$ cat src/rtl/msi_cap_pkg.sv
package msi_cap_pkg;

  typedef enum logic [2:0] {
    SL_NONE, SL_CTRL, SL_ALO, SL_AHI, SL_DATA, SL_MASK, SL_PEND
  } slot_e;

  localparam logic [7:0] CAP_ID = 8'h05;

  // capability length in bytes for the four option combinations
  function automatic int cap_bytes(input bit a64, input bit pvm);
    if (a64 && pvm) return 24;
    if (pvm)        return 20;
    if (a64)        return 14;
    return 10;
  endfunction

  function automatic int cap_dwords(input bit a64, input bit pvm);
    return (cap_bytes(a64, pvm) + 3) / 4;
  endfunction

endpackage

$ cat src/rtl/msi_cap_decode.sv
module msi_cap_decode
  import msi_cap_pkg::*;
#(
  parameter int CFG_AW  = 6,
  parameter int BASE_DW = 20,
  parameter bit ADDR64  = 1'b1,
  parameter bit PVM     = 1'b1
) (
  input  logic [CFG_AW-1:0] addr,
  output slot_e             slot
);
  localparam int NDW = cap_dwords(ADDR64, PVM);

  logic [CFG_AW-1:0] rel;
  logic              in_win;

  assign rel    = addr - CFG_AW'(BASE_DW);
  assign in_win = (addr >= CFG_AW'(BASE_DW)) && (int'(rel) < NDW);

  always_comb begin
    slot = SL_NONE;
    if (in_win) begin
      case (int'(rel))
        0:       slot = SL_CTRL;
        1:       slot = SL_ALO;
        2:       slot = ADDR64 ? SL_AHI  : SL_DATA;
        3:       slot = ADDR64 ? SL_DATA : SL_MASK;
        4:       slot = ADDR64 ? SL_MASK : SL_PEND;
        5:       slot = SL_PEND;
        default: slot = SL_NONE;
      endcase
    end
  end
endmodule

$ cat src/rtl/msi_cap_store.sv
module msi_cap_store
  import msi_cap_pkg::*;
#(
  parameter int NV     = 8,
  parameter bit ADDR64 = 1'b1,
  parameter bit PVM    = 1'b1
) (
  input  logic          clk,
  input  logic          rst_n,
  input  logic          wr,
  input  slot_e         slot,
  input  logic [3:0]    be,
  input  logic [31:0]   wdata,
  input  logic [NV-1:0] pend_set,
  input  logic [NV-1:0] pend_clr,
  output logic          en_q,
  output logic [2:0]    mme_q,
  output logic [29:0]   alo_q,
  output logic [31:0]   ahi_q,
  output logic [15:0]   dat_q,
  output logic [NV-1:0] msk_q,
  output logic [NV-1:0] pnd_q
);
  localparam int         CAP_LOG  = $clog2(NV);
  localparam logic [2:0] CAP_LOG3 = 3'(CAP_LOG);

  logic          hit, ctrl_ce, alo_ce, ahi_ce, dat_ce, msk_ce;
  logic          en_d;
  logic [2:0]    mme_d;
  logic [29:0]   alo_d;
  logic [31:0]   ahi_d;
  logic [15:0]   dat_d;
  logic [NV-1:0] msk_d, pnd_d, keep;

  assign hit     = wr && (slot != SL_NONE);
  assign ctrl_ce = wr && (slot == SL_CTRL) && be[2];
  assign alo_ce  = wr && (slot == SL_ALO);
  assign ahi_ce  = wr && (slot == SL_AHI);
  assign dat_ce  = wr && (slot == SL_DATA);
  assign msk_ce  = wr && (slot == SL_MASK);

  // next-state logic
  always_comb begin
    en_d  = en_q;
    mme_d = mme_q;
    if (ctrl_ce) begin
      en_d  = wdata[16];
      mme_d = (wdata[22:20] > CAP_LOG3) ? CAP_LOG3 : wdata[22:20];
    end
    alo_d = alo_q;
    for (int i = 2; i < 32; i++)
      if (be[i/8]) alo_d[i-2] = wdata[i];
    ahi_d = ahi_q;
    for (int i = 0; i < 32; i++)
      if (be[i/8]) ahi_d[i] = wdata[i];
    dat_d = dat_q;
    for (int i = 0; i < 16; i++)
      if (be[i/8]) dat_d[i] = wdata[i];
    msk_d = msk_q;
    for (int i = 0; i < NV; i++)
      if (be[i/8]) msk_d[i] = wdata[i];
    for (int i = 0; i < NV; i++)
      keep[i] = (32'(i) < (32'd1 << mme_d));
    pnd_d = (pnd_q | pend_set) & ~pend_clr;
    if (hit && en_d) pnd_d = pnd_d & keep;
  end

  // register processes
  always_ff @(posedge clk or negedge rst_n) begin
    if (!rst_n) begin
      en_q  <= 1'b0;
      mme_q <= 3'd0;
    end else if (ctrl_ce) begin
      en_q  <= en_d;
      mme_q <= mme_d;
    end
  end

  always_ff @(posedge clk or negedge rst_n) begin
    if (!rst_n)      alo_q <= '0;
    else if (alo_ce) alo_q <= alo_d;
  end

  always_ff @(posedge clk or negedge rst_n) begin
    if (!rst_n)      dat_q <= '0;
    else if (dat_ce) dat_q <= dat_d;
  end

  generate
    if (ADDR64) begin : g_ahi
      always_ff @(posedge clk or negedge rst_n) begin
        if (!rst_n)      ahi_q <= '0;
        else if (ahi_ce) ahi_q <= ahi_d;
      end
    end else begin : g_no_ahi
      assign ahi_q = '0;
    end

    if (PVM) begin : g_pvm
      always_ff @(posedge clk or negedge rst_n) begin
        if (!rst_n)      msk_q <= '0;
        else if (msk_ce) msk_q <= msk_d;
      end
      always_ff @(posedge clk or negedge rst_n) begin
        if (!rst_n) pnd_q <= '0;
        else        pnd_q <= pnd_d;
      end

      // a pending bit can only rise through pend_set
      a_r7_no_sw_set: assert property (@(posedge clk) disable iff (!rst_n)
        (pend_set == '0) |=> ((pnd_q & ~$past(pnd_q)) == '0));
      // a clear request leaves its bit low
      a_r7_clear_wins: assert property (@(posedge clk) disable iff (!rst_n)
        (pend_clr != '0) |=> ((pnd_q & $past(pend_clr)) == '0));
      // nothing pending beyond the allocation after a window write while enabled
      a_r8_trim: assert property (@(posedge clk) disable iff (!rst_n)
        hit |=> (!en_q || ((32'(pnd_q) >> (32'd1 << mme_q)) == 32'd0)));
    end else begin : g_no_pvm
      assign msk_q = '0;
      assign pnd_q = '0;
    end
  endgenerate

  // the enabled-count field never exceeds the capable value
  a_r3_mme_capped: assert property (@(posedge clk) disable iff (!rst_n)
    mme_q <= CAP_LOG3);
endmodule

$ cat src/rtl/msi_cap_rdmux.sv
module msi_cap_rdmux
  import msi_cap_pkg::*;
#(
  parameter int         NV       = 8,
  parameter bit         ADDR64   = 1'b1,
  parameter bit         PVM      = 1'b1,
  parameter logic [7:0] NEXT_PTR = 8'h00
) (
  input  logic          rd,
  input  slot_e         slot,
  input  logic          en_q,
  input  logic [2:0]    mme_q,
  input  logic [29:0]   alo_q,
  input  logic [31:0]   ahi_q,
  input  logic [15:0]   dat_q,
  input  logic [NV-1:0] msk_q,
  input  logic [NV-1:0] pnd_q,
  output logic [31:0]   rdata
);
  localparam logic [2:0] CAP_LOG3 = 3'($clog2(NV));

  always_comb begin
    rdata = '0;
    if (rd) begin
      case (slot)
        SL_CTRL: rdata = {7'b0, PVM, ADDR64, mme_q, CAP_LOG3, en_q, NEXT_PTR, CAP_ID};
        SL_ALO:  rdata = {alo_q, 2'b00};
        SL_AHI:  rdata = ahi_q;
        SL_DATA: rdata = {16'h0, dat_q};
        SL_MASK: rdata = 32'(msk_q);
        SL_PEND: rdata = 32'(pnd_q);
        default: rdata = '0;
      endcase
    end
  end
endmodule

$ cat src/rtl/msi_cap_regs.sv
module msi_cap_regs
  import msi_cap_pkg::*;
#(
  parameter int         NV       = 8,
  parameter bit         ADDR64   = 1'b1,
  parameter bit         PVM      = 1'b1,
  parameter int         CFG_AW   = 6,
  parameter int         BASE_DW  = 20,
  parameter logic [7:0] NEXT_PTR = 8'h00
) (
  input  logic              clk,
  input  logic              rst_n,
  input  logic              cfg_wr,
  input  logic              cfg_rd,
  input  logic [CFG_AW-1:0] cfg_addr,
  input  logic [3:0]        cfg_be,
  input  logic [31:0]       cfg_wdata,
  output logic [31:0]       cfg_rdata,
  output logic              msi_enable,
  output logic [5:0]        msi_vec_alloc,
  output logic [63:0]       msi_addr,
  output logic [15:0]       msi_data,
  output logic [NV-1:0]     msi_mask,
  output logic [NV-1:0]     msi_pend,
  input  logic [NV-1:0]     pend_set,
  input  logic [NV-1:0]     pend_clr
);
  slot_e         slot;
  logic          en_q;
  logic [2:0]    mme_q;
  logic [29:0]   alo_q;
  logic [31:0]   ahi_q;
  logic [15:0]   dat_q;
  logic [NV-1:0] msk_q, pnd_q;

  msi_cap_decode #(.CFG_AW(CFG_AW), .BASE_DW(BASE_DW), .ADDR64(ADDR64), .PVM(PVM)) u_decode (
    .addr(cfg_addr), .slot(slot)
  );

  msi_cap_store #(.NV(NV), .ADDR64(ADDR64), .PVM(PVM)) u_store (
    .clk(clk), .rst_n(rst_n), .wr(cfg_wr), .slot(slot), .be(cfg_be), .wdata(cfg_wdata),
    .pend_set(pend_set), .pend_clr(pend_clr),
    .en_q(en_q), .mme_q(mme_q), .alo_q(alo_q), .ahi_q(ahi_q), .dat_q(dat_q),
    .msk_q(msk_q), .pnd_q(pnd_q)
  );

  msi_cap_rdmux #(.NV(NV), .ADDR64(ADDR64), .PVM(PVM), .NEXT_PTR(NEXT_PTR)) u_rdmux (
    .rd(cfg_rd), .slot(slot), .en_q(en_q), .mme_q(mme_q), .alo_q(alo_q), .ahi_q(ahi_q),
    .dat_q(dat_q), .msk_q(msk_q), .pnd_q(pnd_q), .rdata(cfg_rdata)
  );

  assign msi_enable    = en_q;
  assign msi_vec_alloc = 6'd1 << mme_q;
  assign msi_addr      = {ahi_q, alo_q, 2'b00};
  assign msi_data      = dat_q;
  assign msi_mask      = msk_q;
  assign msi_pend      = pnd_q;

  // a write outside the window leaves every generator output alone
  a_r9_outside_stable: assert property (@(posedge clk) disable iff (!rst_n)
    (cfg_wr && (slot == SL_NONE) && (pend_set == '0) && (pend_clr == '0)) |=>
      ($stable(msi_enable) && $stable(msi_vec_alloc) && $stable(msi_addr) &&
       $stable(msi_data) && $stable(msi_mask) && $stable(msi_pend)));
  // allocated count is always a single power of two
  a_r11_alloc_pow2: assert property (@(posedge clk) disable iff (!rst_n)
    cfg_wr |=> $onehot(msi_vec_alloc));
endmodule

$ cat config.mk
export PLATFORM = sky130hd
export DESIGN_NAME = msi_cap_regs
export DESIGN_NICKNAME = d
export VERILOG_FILES = /design/src/rtl/msi_cap_pkg.sv /design/src/rtl/msi_cap_decode.sv /design/src/rtl/msi_cap_store.sv /design/src/rtl/msi_cap_rdmux.sv /design/src/rtl/msi_cap_regs.sv
export SDC_FILE = /design/constraint.sdc
export NUM_CORES = 1
export LEC_CHECK = 0
export BUFFER_PORTS_ARGS = -buffer_cell sky130_fd_sc_hd__buf_2
export CAP_MARGIN = 15
export CORE_ASPECT_RATIO = 2
export CORE_MARGIN = 10
export CORE_UTILIZATION = 33
export DETAILED_ROUTE_END_ITERATION = 12
export PLACE_DENSITY = 0.69
export SKIP_CTS_REPAIR_TIMING = 1
export SYNTH_ARGS = -nofsm -noshare
export SYNTH_HDL_FRONTEND = slang
export SYNTH_HIERARCHICAL = 1
export SYNTH_SLANG_ARGS = --single-unit
$ cat constraint.sdc
create_clock -name clk -period 3.11 [get_ports clk]
set_clock_uncertainty 0.05 [all_clocks]
set_input_delay 0.1555 -clock clk [delete_from_list [all_inputs] [get_ports clk]]
set_output_delay 0.1555 -clock clk [all_outputs]
set_load 0.05 [all_outputs]
==> results.py, run 1 <==
metrics = {
    "critical_path": {
        "criticalPathCategory": "primary input to primary output",
        "slowest_delay_ns": 0.36,
        "critPathMaxFanout": 34,
        "worst_path_most_repeated_cell": "buf_2",
        "critPathLaunch": "cfg_addr[2]",
        "r2r-start": "u_store/mme_q[2]$_DFFE_PN0N_",
        "crit_required_ns": 2.90,
        "arrival_ns": 2.68,
        "cp-start-kind": "primary input",
        "cp_slowest_cell": "nor4_2",
        "cp-end-kind": "primary output",
        "cp_cell_sequence": "buf_2 -> inv_1 -> ha_1 -> o21bai_4 -> xor2_2 -> nor4_2 -> buf_12 -> nor2b_2 -> buf_4 -> a32oi_1 -> a21oi_1 -> buf_2",
    },
    "power": {
        "power_report.internal_total_w": 0.00238,
        "powerDensity_nw_per_um2": 556,
        "leakage_nw": 3.54,
        "sw_frac_of_total_pct": 35.6,
        "pwr-share-clk_pct": 33.1,
        "ir_worst_vdd_uv": 297,
        "power.share.sequential_pct": 40.9,
        "power_frac_comb_pct": 26.1,
        "finalPower_w": 0.00369,
        "p_switching_w": 0.00132,
    },
    "yosys": {
        "synth_edf_count": 0,
        "synthTopCellsByArea": "dfrtp_1 49%, mux2_2 20%, nor2_1 2.0%",
        "synthArstFlopShare_pct": 100,
        "syn_inst": 401,
        "syn_area_um2": 4970,
        "yosysTopAreaCellShare_pct": 49.3,
        "synth_ff_type": "dfrtp_1",
        "avgSynthCellArea_um2": 12.4,
        "ys_top_cells_by_count": "98 x dfrtp_1, 90 x mux2_2, 27 x nor2_1",
        "ys_types": 56,
        "yosysMostFrequentCell": "dfrtp_1",
        "synth-seq-area-share_pct": 49.3,
        "synth-warning-count": 6,
        "yosysTopAreaCell": "dfrtp_1",
        "ys_seq_elements": 98,
    },
    "clocking": {
        "clock-sinks": 98,
        "cts_root_buf": "clkbuf_16",
        "insertion_delay_ns": 0.35,
        "cts_buffers": 9,
        "clkTransAtPathRegs_ns": 0.06,
        "tritoncts": "yes",
        "htreeDepth": 3,
        "cts_buffer_depth": 2,
    },
    "sta": {
        "min_period_ns": 2.89,
        "final_hold_viol_count": 3,
        "worst_pin_slew_ns": 0.657,
        "maxSlewHeadroom_pct": 55.7,
        "fin_hold_ws_ns": -0.0136,
        "min_period_over_period_pct": 92.8,
        "fmax_mhz": 346,
        "finalSetupTns_ns": 0,
        "finalMaxSlewViolations": 0,
        "setup_viol": 0,
        "rsz0062_at_grt": "no",
        "worst_slack_ns": 0.224,
    },
    "cells_and_area": {
        "drive_above_1_share_pct": 56.0,
        "final_nets": 673,
        "fill_cells": 1411,
        "syn_to_final_growth_pct": 33.7,
        "fin_util_pct": 44.8,
    },
    "placement": {
        "gp_congestion": 0.859,
        "numPortBuffers": 194,
        "hpwl_um": 13400,
        "pre_cts_slack_ns": 0.222,
    },
    "drt": {
        "wl_per_cell_um": 21.5,
        "vias_per_cell": 5.07,
        "antenna_left": 0,
        "drtPass1Iterations": 5,
        "detail_route.wirelength_um": 17400,
        "vias": 4108,
        "drt-initial-drc-count": 205,
        "route.detailed.drc": 0,
    },
    "floorplanning": {
        "rows": 63,
        "die_w_um": 107,
        "die-area_um2": 20700,
        "core-area_um2": 14800,
        "die_h_um": 194,
        "pin_count": 197,
        "initial_core_util_pct": 33.5,
    },
    "global_route": {
        "grt_pass1_wl_um": 26000,
        "grt_overflow_total": 0,
        "grt_pass1_vias": 4564,
        "grt_usage_pct": 16.2,
        "grt_max_degree": 53,
        "antenna_found_initial": 2,
    },
    "job": {
        "cap_violations": 0,
    },
    "outcome": {
        "outcome": "complete, but fails checks",
        "violations": "hold timing",
    },
    "min_path": {
        "min_from": "pend_set[0]",
        "hold_path.class": "primary input to flop",
    },
}
==> cells in the final DEF (no fill, tap or decap), types with 5 or more instances in the layout <==
| master | count |
|---|---|
| nand3_1 | 14 |
| dfrtp_1 | 98 |
| a32oi_1 | 8 |
| nor2_1 | 27 |
| nor3_1 | 7 |
| mux2i_1 | 10 |
| nand2_1 | 22 |
| mux2_1 | 5 |
| dlygate4sd3_1 | 13 |
| a31oi_1 | 7 |
| nand2_4 | 8 |
| buf_2 | 193 |
| mux2_2 | 90 |
| clkbuf_16 | 9 |
| a21oi_1 | 12 |
==> layer usage <==
metal / vias up / part of all wire [%] / track usage [%]
met5: - / 0 / 0
met4: 0 / 3.5 / 9.20
met3: 34 / 5.8 / 4.46
met2: 159 / 55 / 29.2
met1: 2031 / 36 / 16.0
li1: 1884 / - / -
==> critical path: cells and delay by family <==
family | cells | cell delay [ns]
AOI/OAI and AO/OA | 3 | 0.55
and+or+nand+nor | 2 | 0.60
adders and majority gates | 1 | 0.22
buffers and inverters | 5 | 0.96
xor gates and xnor gates | 1 | 0.19
==> registers in the layout (all words and copies together) (netlist names) <==
name	cells
u_store/dat_q	16
u_store/msk_q	8
u_store/ahi_q	32
u_store/pnd_q	8
u_store/alo_q	30
u_store/en_q	1
u_store/mme_q	3
==> logic make-up (layout without fill, tap and decap cells) <==
family	after synthesis	count (layout)	synth area share [%]
simple gates	118	118	13.6
mux	109	109	24.7
flops	98	98	49.3
compound gates	47	47	7.58
buf+inv	22	233	3.25
fa+ha+maj	3	3	0.755
xor+xnor	3	3	0.680
other cells	1	4	0.0754
==> metrics by stage <==
| stage | std cells | hold WS, ns | cell area [um2] |
|---|---|---|---|
| 2_1_floorplan | 402 | -0.190 | 4990 |
| 3_3_place_gp | 779 | 0.156 | 6190 |
| 3_5_place_dp | 779 | 0.170 | 6190 |
| 4_1_cts | 795 | -0.213 | 6510 |
| 5_1_grt | 810 | 0.000358 | 6650 |
| 6_report | 810 | -0.0136 | 6650 |
==> power groups by stage <==
stage | sequential, W | combinational (W) | clock, W
2_1_floorplan | 0.00190 | 0.000273 | 0
3_5_place_dp | 0.00153 | 0.000956 | 0
3_3_place_gp | 0.00153 | 0.000941 | 0
4_1_cts | 0.00151 | 0.000959 | 0.00126
5_1_grt | 0.00152 | 0.00101 | 0.00130
6_report | 0.00151 | 0.000963 | 0.00122
==> area by class of cell <==
cell class                 instances  area (um2)  area share (%)
antenna                            2        5.00          0.0753
clock buffer                       9         225            3.39
clock inverter                     7        98.8            1.49
inverter                           3        11.3           0.169
multi-input combinational        282        2400            36.2
sequential                        98        2450            36.9
tap                              195         244            3.67
timing repair buffer             214        1210            18.2
==> worst paths after layout <==
path | to | cells after the start | slack [ns]
min | u_store/pnd_q[0]$_DFF_PN0_ | 3 | -0.01
max in group asynchronous | u_store/ahi_q[9]$_DFFE_PN0P_ | 3 | 1.94
min reg2reg | u_store/ahi_q[12]$_DFFE_PN0P_ | 1 | 0.48
max | cfg_rdata[8] | 12 | 0.22
min in group asynchronous | u_store/alo_q[14]$_DFFE_PN0P_ | 2 | 0.33
max reg2reg | u_store/pnd_q[6]$_DFF_PN0_ | 4 | 1.51
Power figures use the tool's default switching activity.
==> inputs of run 2 (changes only) <==
- CORE_ASPECT_RATIO: 2 -> unset
==> results.py, run 2 (synthesis gave the netlist of run 1 again) <==
metrics = {
    "outcome": {
        "outcome": "complete, no violations",
    },
    "cells_and_area": {
        "design_area_um2": 6650,
        "largestRegisters": "u_store/ahi_q x32, u_store/alo_q x30, u_store/dat_q x16",
        "final_common_cell": "buf_2",
        "largest_reg_flops": 32,
        "final_nets": 677,
        "top_register": "u_store/ahi_q",
        "layout_common_cells": "193 x buf_2, 98 x dfrtp_1, 90 x mux2_2",
        "multi_input_area_um2": 2400,
        "fill_cells": 1391,
        "syn_to_final_growth_pct": 33.7,
        "drive_above_1_share_pct": 55.9,
        "seq_area_um2": 2450,
        "fin_util_pct": 45.4,
    },
    "drt": {
        "detail_route.wirelength_um": 16500,
        "drt-initial-drc-count": 233,
        "vias": 4131,
        "antenna_left": 0,
        "drtPass1Iterations": 5,
        "wl_per_cell_um": 20.6,
        "route.detailed.drc": 0,
        "vias_per_cell": 5.14,
    },
    "critical_path": {
        "cp-end-kind": "primary output",
        "worst_path_most_repeated_cell": "buf_2",
        "slowest_delay_ns": 0.38,
        "cp_cell_sequence": "buf_2 -> inv_1 -> ha_1 -> o21bai_4 -> xor2_2 -> nor4_2 -> buf_12 -> nor2b_2 -> buf_4 -> a32oi_1 -> a21oi_1 -> buf_2",
        "arrival_ns": 2.61,
        "criticalPathCategory": "primary input to primary output",
        "crit_required_ns": 2.90,
        "cp_slowest_cell": "nor4_2",
        "critPathMaxFanout": 34,
        "cp-start-kind": "primary input",
    },
    "clocking": {
        "cts_buffers": 9,
        "insertion_delay_ns": 0.34,
        "clkTransAtPathRegs_ns": 0.07,
        "tritoncts": "yes",
        "clock-sinks": 98,
        "htreeDepth": 3,
        "cts_root_buf": "clkbuf_16",
        "cts_buffer_depth": 2,
    },
    "sta": {
        "finalSetupTns_ns": 0,
        "min_period_ns": 2.81,
        "setup_viol": 0,
        "maxSlewHeadroom_pct": 36.5,
        "worst_pin_slew_ns": 0.953,
        "rsz0062_at_grt": "no",
        "fin_hold_ws_ns": 0.00372,
        "min_period_over_period_pct": 90.4,
        "final_hold_viol_count": 0,
        "worst_slack_ns": 0.299,
        "fmax_mhz": 356,
        "finalMaxSlewViolations": 0,
    },
    "floorplanning": {
        "die_h_um": 143,
        "core-area_um2": 14600,
        "die_w_um": 143,
        "pin_count": 197,
        "initial_core_util_pct": 33.9,
        "die-area_um2": 20400,
        "rows": 44,
    },
    "power": {
        "power_frac_comb_pct": 26.1,
        "power_report.internal_total_w": 0.00239,
        "pwr-share-clk_pct": 33.0,
        "ir_worst_vdd_uv": 263,
        "powerDensity_nw_per_um2": 553,
        "sw_frac_of_total_pct": 34.9,
        "leakage_nw": 3.55,
        "power.share.sequential_pct": 40.9,
        "p_switching_w": 0.00128,
    },
    "placement": {
        "placed_area_um2": 6160,
        "gp_congestion": 0.849,
        "pre_cts_slack_ns": 0.287,
        "hpwl_um": 12400,
        "numPortBuffers": 194,
    },
    "global_route": {
        "grt_pass1_wl_um": 25200,
        "grt_pass1_vias": 4530,
        "antenna_found_initial": 2,
        "grt_usage_pct": 15.8,
        "grt_overflow_total": 0,
        "grt_max_degree": 75,
    },
    "job": {
        "cap_violations": 0,
    },
    "min_path": {
        "hold_path.class": "primary input to flop",
    },
}
## run 2: changes by cell type in the layout (fill, tap and decap cells not counted), sizes merged
| cell | delta |
|---|---|
| buf | +2 |
| dlygate4sd3 | +2 |
| inv | -3 |
| clkinv | +2 |
| clkbuf | +1 |
## run 2: final cells by class
class	count	share of cell area, %
antenna	2	0.0753
inverter	3	0.169
multi-input combinational	282	36.1
clock inverter	6	1.36
timing repair buffer	218	18.3
sequential	98	36.9
clock buffer	10	3.60
tap	184	3.46
## run 2: power groups by stage
stage / Clock (W) / Combinational, W / Sequential, W
2_1_floorplan: 0 / 0.000273 / 0.00190
3_3_place_gp: 0 / 0.000937 / 0.00152
3_5_place_dp: 0 / 0.000953 / 0.00153
4_1_cts: 0.00125 / 0.000955 / 0.00150
5_1_grt: 0.00130 / 0.00101 / 0.00152
6_report: 0.00121 / 0.000960 / 0.00150
## run 2: metrics by stage
| stage | power (W) | instances |
|---|---|---|
| 2_1_floorplan | 0.00217 | 402 |
| 3_3_place_gp | 0.00245 | 770 |
| 3_5_place_dp | 0.00248 | 770 |
| 4_1_cts | 0.00371 | 786 |
| 5_1_grt | 0.00383 | 802 |
| 6_report | 0.00368 | 803 |
## run 2: worst paths after layout
check / startpoint / endpoint / slack [ns] / cells past startpoint
setup / recovery: cfg_addr[2] / cfg_rdata[10] / 0.30 / 12
hold / removal: pend_set[0] / u_store/pnd_q[0]$_DFF_PN0_ / 0.004 / 3
setup reg to reg: u_store/mme_q[2]$_DFFE_PN0N_ / u_store/pnd_q[7]$_DFF_PN0_ / 1.60 / 4
hold reg to reg: u_store/alo_q[26]$_DFFE_PN0P_ / u_store/alo_q[26]$_DFFE_PN0P_ / 0.47 / 1
max in group asynchronous: rst_n / u_store/alo_q[5]$_DFFE_PN0P_ / 1.63 / 3
min in group asynchronous: rst_n / u_store/ahi_q[29]$_DFFE_PN0P_ / 0.46 / 2
## run 2: routing by layer
metal / track usage, % / up-vias / routed length [um]
li1: - / 1894 / -
met1: 18.3 / 2093 / 6950
met2: 26.3 / 130 / 8000
met3: 6.60 / 14 / 1370
met4: 4.83 / 0 / 198
met5: 0 / - / 0
## run 2: worst max-delay path: cells and delay by family
| kind | cells | cell delay, ns |
|---|---|---|
| buf+inv | 5 | 0.96 |
| simple gates | 2 | 0.62 |
| compound gates | 3 | 0.45 |
| fa+ha+maj | 1 | 0.22 |
| xor+xnor | 1 | 0.18 |
==> inputs of run 3 (changes only) <==
- ABC_AREA: unset -> 1
==> results.py, run 3 <==
metrics = {
    "outcome": {
        "outcome": "complete, no violations",
    },
    "placement": {
        "numPortBuffers": 194,
        "placed_area_um2": 6080,
        "gp_congestion": 0.875,
        "hpwl_um": 13000,
        "pre_cts_slack_ns": 0.424,
    },
    "critical_path": {
        "cp-end-kind": "primary output",
        "ff2ff_setup_slack_ns": 1.86,
        "reg2reg_depth": 6,
        "r2r-start": "u_store/en_q$_DFFE_PN0N_",
        "critPathCapture": "cfg_rdata[0]",
        "slowest_delay_ns": 0.33,
        "critPathLaunch": "cfg_addr[3]",
        "arrival_ns": 2.40,
        "cp_cell_sequence": "buf_2 -> inv_1 -> ha_1 -> inv_2 -> o21ai_1 -> nand2_1 -> nand2_1 -> nand2_2 -> nor2_2 -> inv_1 -> nand2_2 -> inv_1 -> o21ai_0 -> nand2_1 -> nor2_1 -> nor2_1 -> buf_2",
        "critPathMaxFanout": 12,
        "criticalPathCategory": "primary input to primary output",
        "crit_required_ns": 2.90,
        "cp-start-kind": "primary input",
        "worstReg2RegEnd": "u_store/pnd_q[5]$_DFF_PN0_",
        "cp_slowest_cell": "inv_1",
    },
    "clocking": {
        "cts_buffers": 9,
        "htreeDepth": 3,
        "cts_buffer_depth": 2,
        "clkTransAtPathRegs_ns": 0.07,
        "tritoncts": "yes",
        "insertion_delay_ns": 0.34,
        "cts_root_buf": "clkbuf_16",
        "clock-sinks": 98,
    },
    "floorplanning": {
        "initial_core_util_pct": 33.9,
        "pin_count": 197,
        "rows": 44,
        "core-area_um2": 14600,
        "die_w_um": 142,
        "die_h_um": 142,
        "die-area_um2": 20300,
    },
    "power": {
        "ir_worst_vdd_uv": 287,
        "leakage_nw": 3.60,
        "powerDensity_nw_per_um2": 531,
    },
    "sta": {
        "setup_viol": 0,
        "worst_pin_slew_ns": 0.667,
        "rsz0062_at_grt": "no",
        "worst_slack_ns": 0.500,
        "min_period_over_period_pct": 83.9,
        "finalSetupTns_ns": 0,
        "min_period_ns": 2.61,
        "fmax_mhz": 383,
        "final_hold_viol_count": 0,
        "maxSlewHeadroom_pct": 55.4,
        "finalMaxSlewViolations": 0,
    },
    "min_path": {
        "holdPathStages": 3,
        "hold_path.class": "primary input to flop",
    },
    "yosys": {
        "synth_edf_count": 0,
        "ys_types": 28,
        "yosysTopAreaCellShare_pct": 49.6,
        "ys_seq_elements": 98,
        "synth_ff_type": "dfrtp_1",
        "avgSynthCellArea_um2": 7.54,
        "yosysTopAreaCell": "dfrtp_1",
        "yosysMostFrequentCell": "nand2_1",
        "synth-warning-count": 6,
        "synthArstFlopShare_pct": 100,
        "ys_top_cells_by_count": "193 x nand2_1, 100 x o21ai_0, 98 x dfrtp_1",
        "syn_inst": 656,
        "syn_area_um2": 4950,
        "synthTopCellsByArea": "dfrtp_1 50%, nand2_1 15%, o21ai_0 10%",
        "synth-seq-area-share_pct": 49.6,
    },
    "cells_and_area": {
        "fill_cells": 1483,
        "design_area_um2": 6490,
        "layout_common_cells": "193 x nand2_1, 193 x buf_2, 100 x o21ai_0",
        "seq_area_um2": 2450,
        "diodes": 0,
        "largest_reg_flops": 32,
        "top_register": "u_store/ahi_q",
        "syn_to_final_growth_pct": 31.3,
        "drive_above_1_share_pct": 27.9,
        "largestRegisters": "u_store/ahi_q x32, u_store/alo_q x30, u_store/dat_q x16",
        "final_nets": 913,
        "multi_input_area_um2": 2050,
    },
    "drt": {
        "drt-initial-drc-count": 251,
        "antenna_left": 0,
        "vias_per_cell": 4.81,
        "detail_route.wirelength_um": 17100,
        "vias": 4989,
        "route.detailed.drc": 0,
        "drtPass1Iterations": 5,
        "wl_per_cell_um": 16.5,
    },
    "global_route": {
        "grt_max_degree": 51,
        "grt_usage_pct": 16.0,
        "grt_pass1_wl_um": 26100,
        "grt_pass1_vias": 4764,
        "antenna_found_initial": 0,
        "grt_overflow_total": 0,
    },
    "job": {
        "cap_violations": 0,
    },
}
## run 3: changes by cell type after synthesis, moves of 14 or more
| cell | before | now |
|---|---|---|
| nand4_1 | 4 | 21 |
| nor2_1 | 27 | 71 |
| mux2_2 | 90 | 0 |
| inv_1 | 2 | 75 |
| nand3_1 | 14 | 28 |
| o21ai_0 | 3 | 100 |
| nand2_1 | 22 | 193 |
## run 3: where the power goes
| group | switching, W | total, W | internal, W |
|---|---|---|---|
| registers | 0.0000789 | 0.00144 | 0.00136 |
| clock network | 0.000488 | 0.00130 | 0.000816 |
| logic | 0.000544 | 0.000706 | 0.000162 |
## run 3: metal layers
layer	wire length, um	global-route usage (%)	part of all wire (%)	vias to the layer above
li1	-	-	-	2464
met1	7290	19.9	43	2350
met2	8360	26.6	49	155
met3	1110	3.70	6.5	20
met4	308	5.54	1.8	0
met5	0	0	0	-
## run 3: kinds of logic (layout without fill, tap and decap cells)
logic type / after synthesis / in the layout / share of synthesized area (%)
AO/OA/AOI/OAI: 118 / 118 / 12.2
buffers and inverters: 109 / 305 / 9.18
other: 1 / 2 / 0.0758
flip-flops: 98 / 98 / 49.6
AND/OR/NAND/NOR: 326 / 326 / 28.1
XOR/XNOR: 1 / 1 / 0.177
adder cells (fa/ha/maj): 3 / 3 / 0.759
## run 3: worst min path at each step
| stage | slack, ns | endpoint | from |
|---|---|---|---|
| after detailed placement | 0.17 | u_store/alo_q[24]$_DFFE_PN0P_ | rst_n |
| after CTS | -0.20 | u_store/alo_q[24]$_DFFE_PN0P_ | rst_n |
| after global placement | 0.17 | u_store/alo_q[24]$_DFFE_PN0P_ | rst_n |
| after floorplan | -0.19 | u_store/ahi_q[0]$_DFFE_PN0P_ | rst_n |
| after global routing | 0.003 | u_store/pnd_q[3]$_DFF_PN0_ | pend_clr[3] |
| final | 0.006 | u_store/pnd_q[0]$_DFF_PN0_ | pend_set[0] |
## run 3: worst max-delay path, delay by kind of cell
kind / cells / cell delay, ns
adders and majority gates: 1 / 0.20
buffers and inverters: 6 / 1.12
AOI/OAI and AO/OA: 2 / 0.18
and+or+nand+nor: 8 / 0.73
## run 3: through the flow
| stage | total power, W | hold slack [ns] | utilization [%] | instances |
|---|---|---|---|---|
| finish | 0.00345 | 0.00577 | 44.5 | 1037 |
| global route | 0.00360 | 0.00263 | 44.5 | 1037 |
| CTS | 0.00349 | -0.198 | 44.1 | 1031 |
| detailed placement | 0.00217 | 0.173 | 41.7 | 1015 |
| global placement | 0.00216 | 0.167 | 41.7 | 1015 |
| floorplan | 0.00193 | -0.190 | - | 657 |
## run 3: layout make-up
cell class | instances | share of cell area [%]
Tap cell | 184 | 3.54
Inverter | 82 | 4.74
Timing Repair Buffer | 207 | 16.9
Sequential cell | 98 | 37.8
Clock buffer | 11 | 3.74
Multi-Input combinational cell | 450 | 31.6
Clock inverter | 5 | 1.70
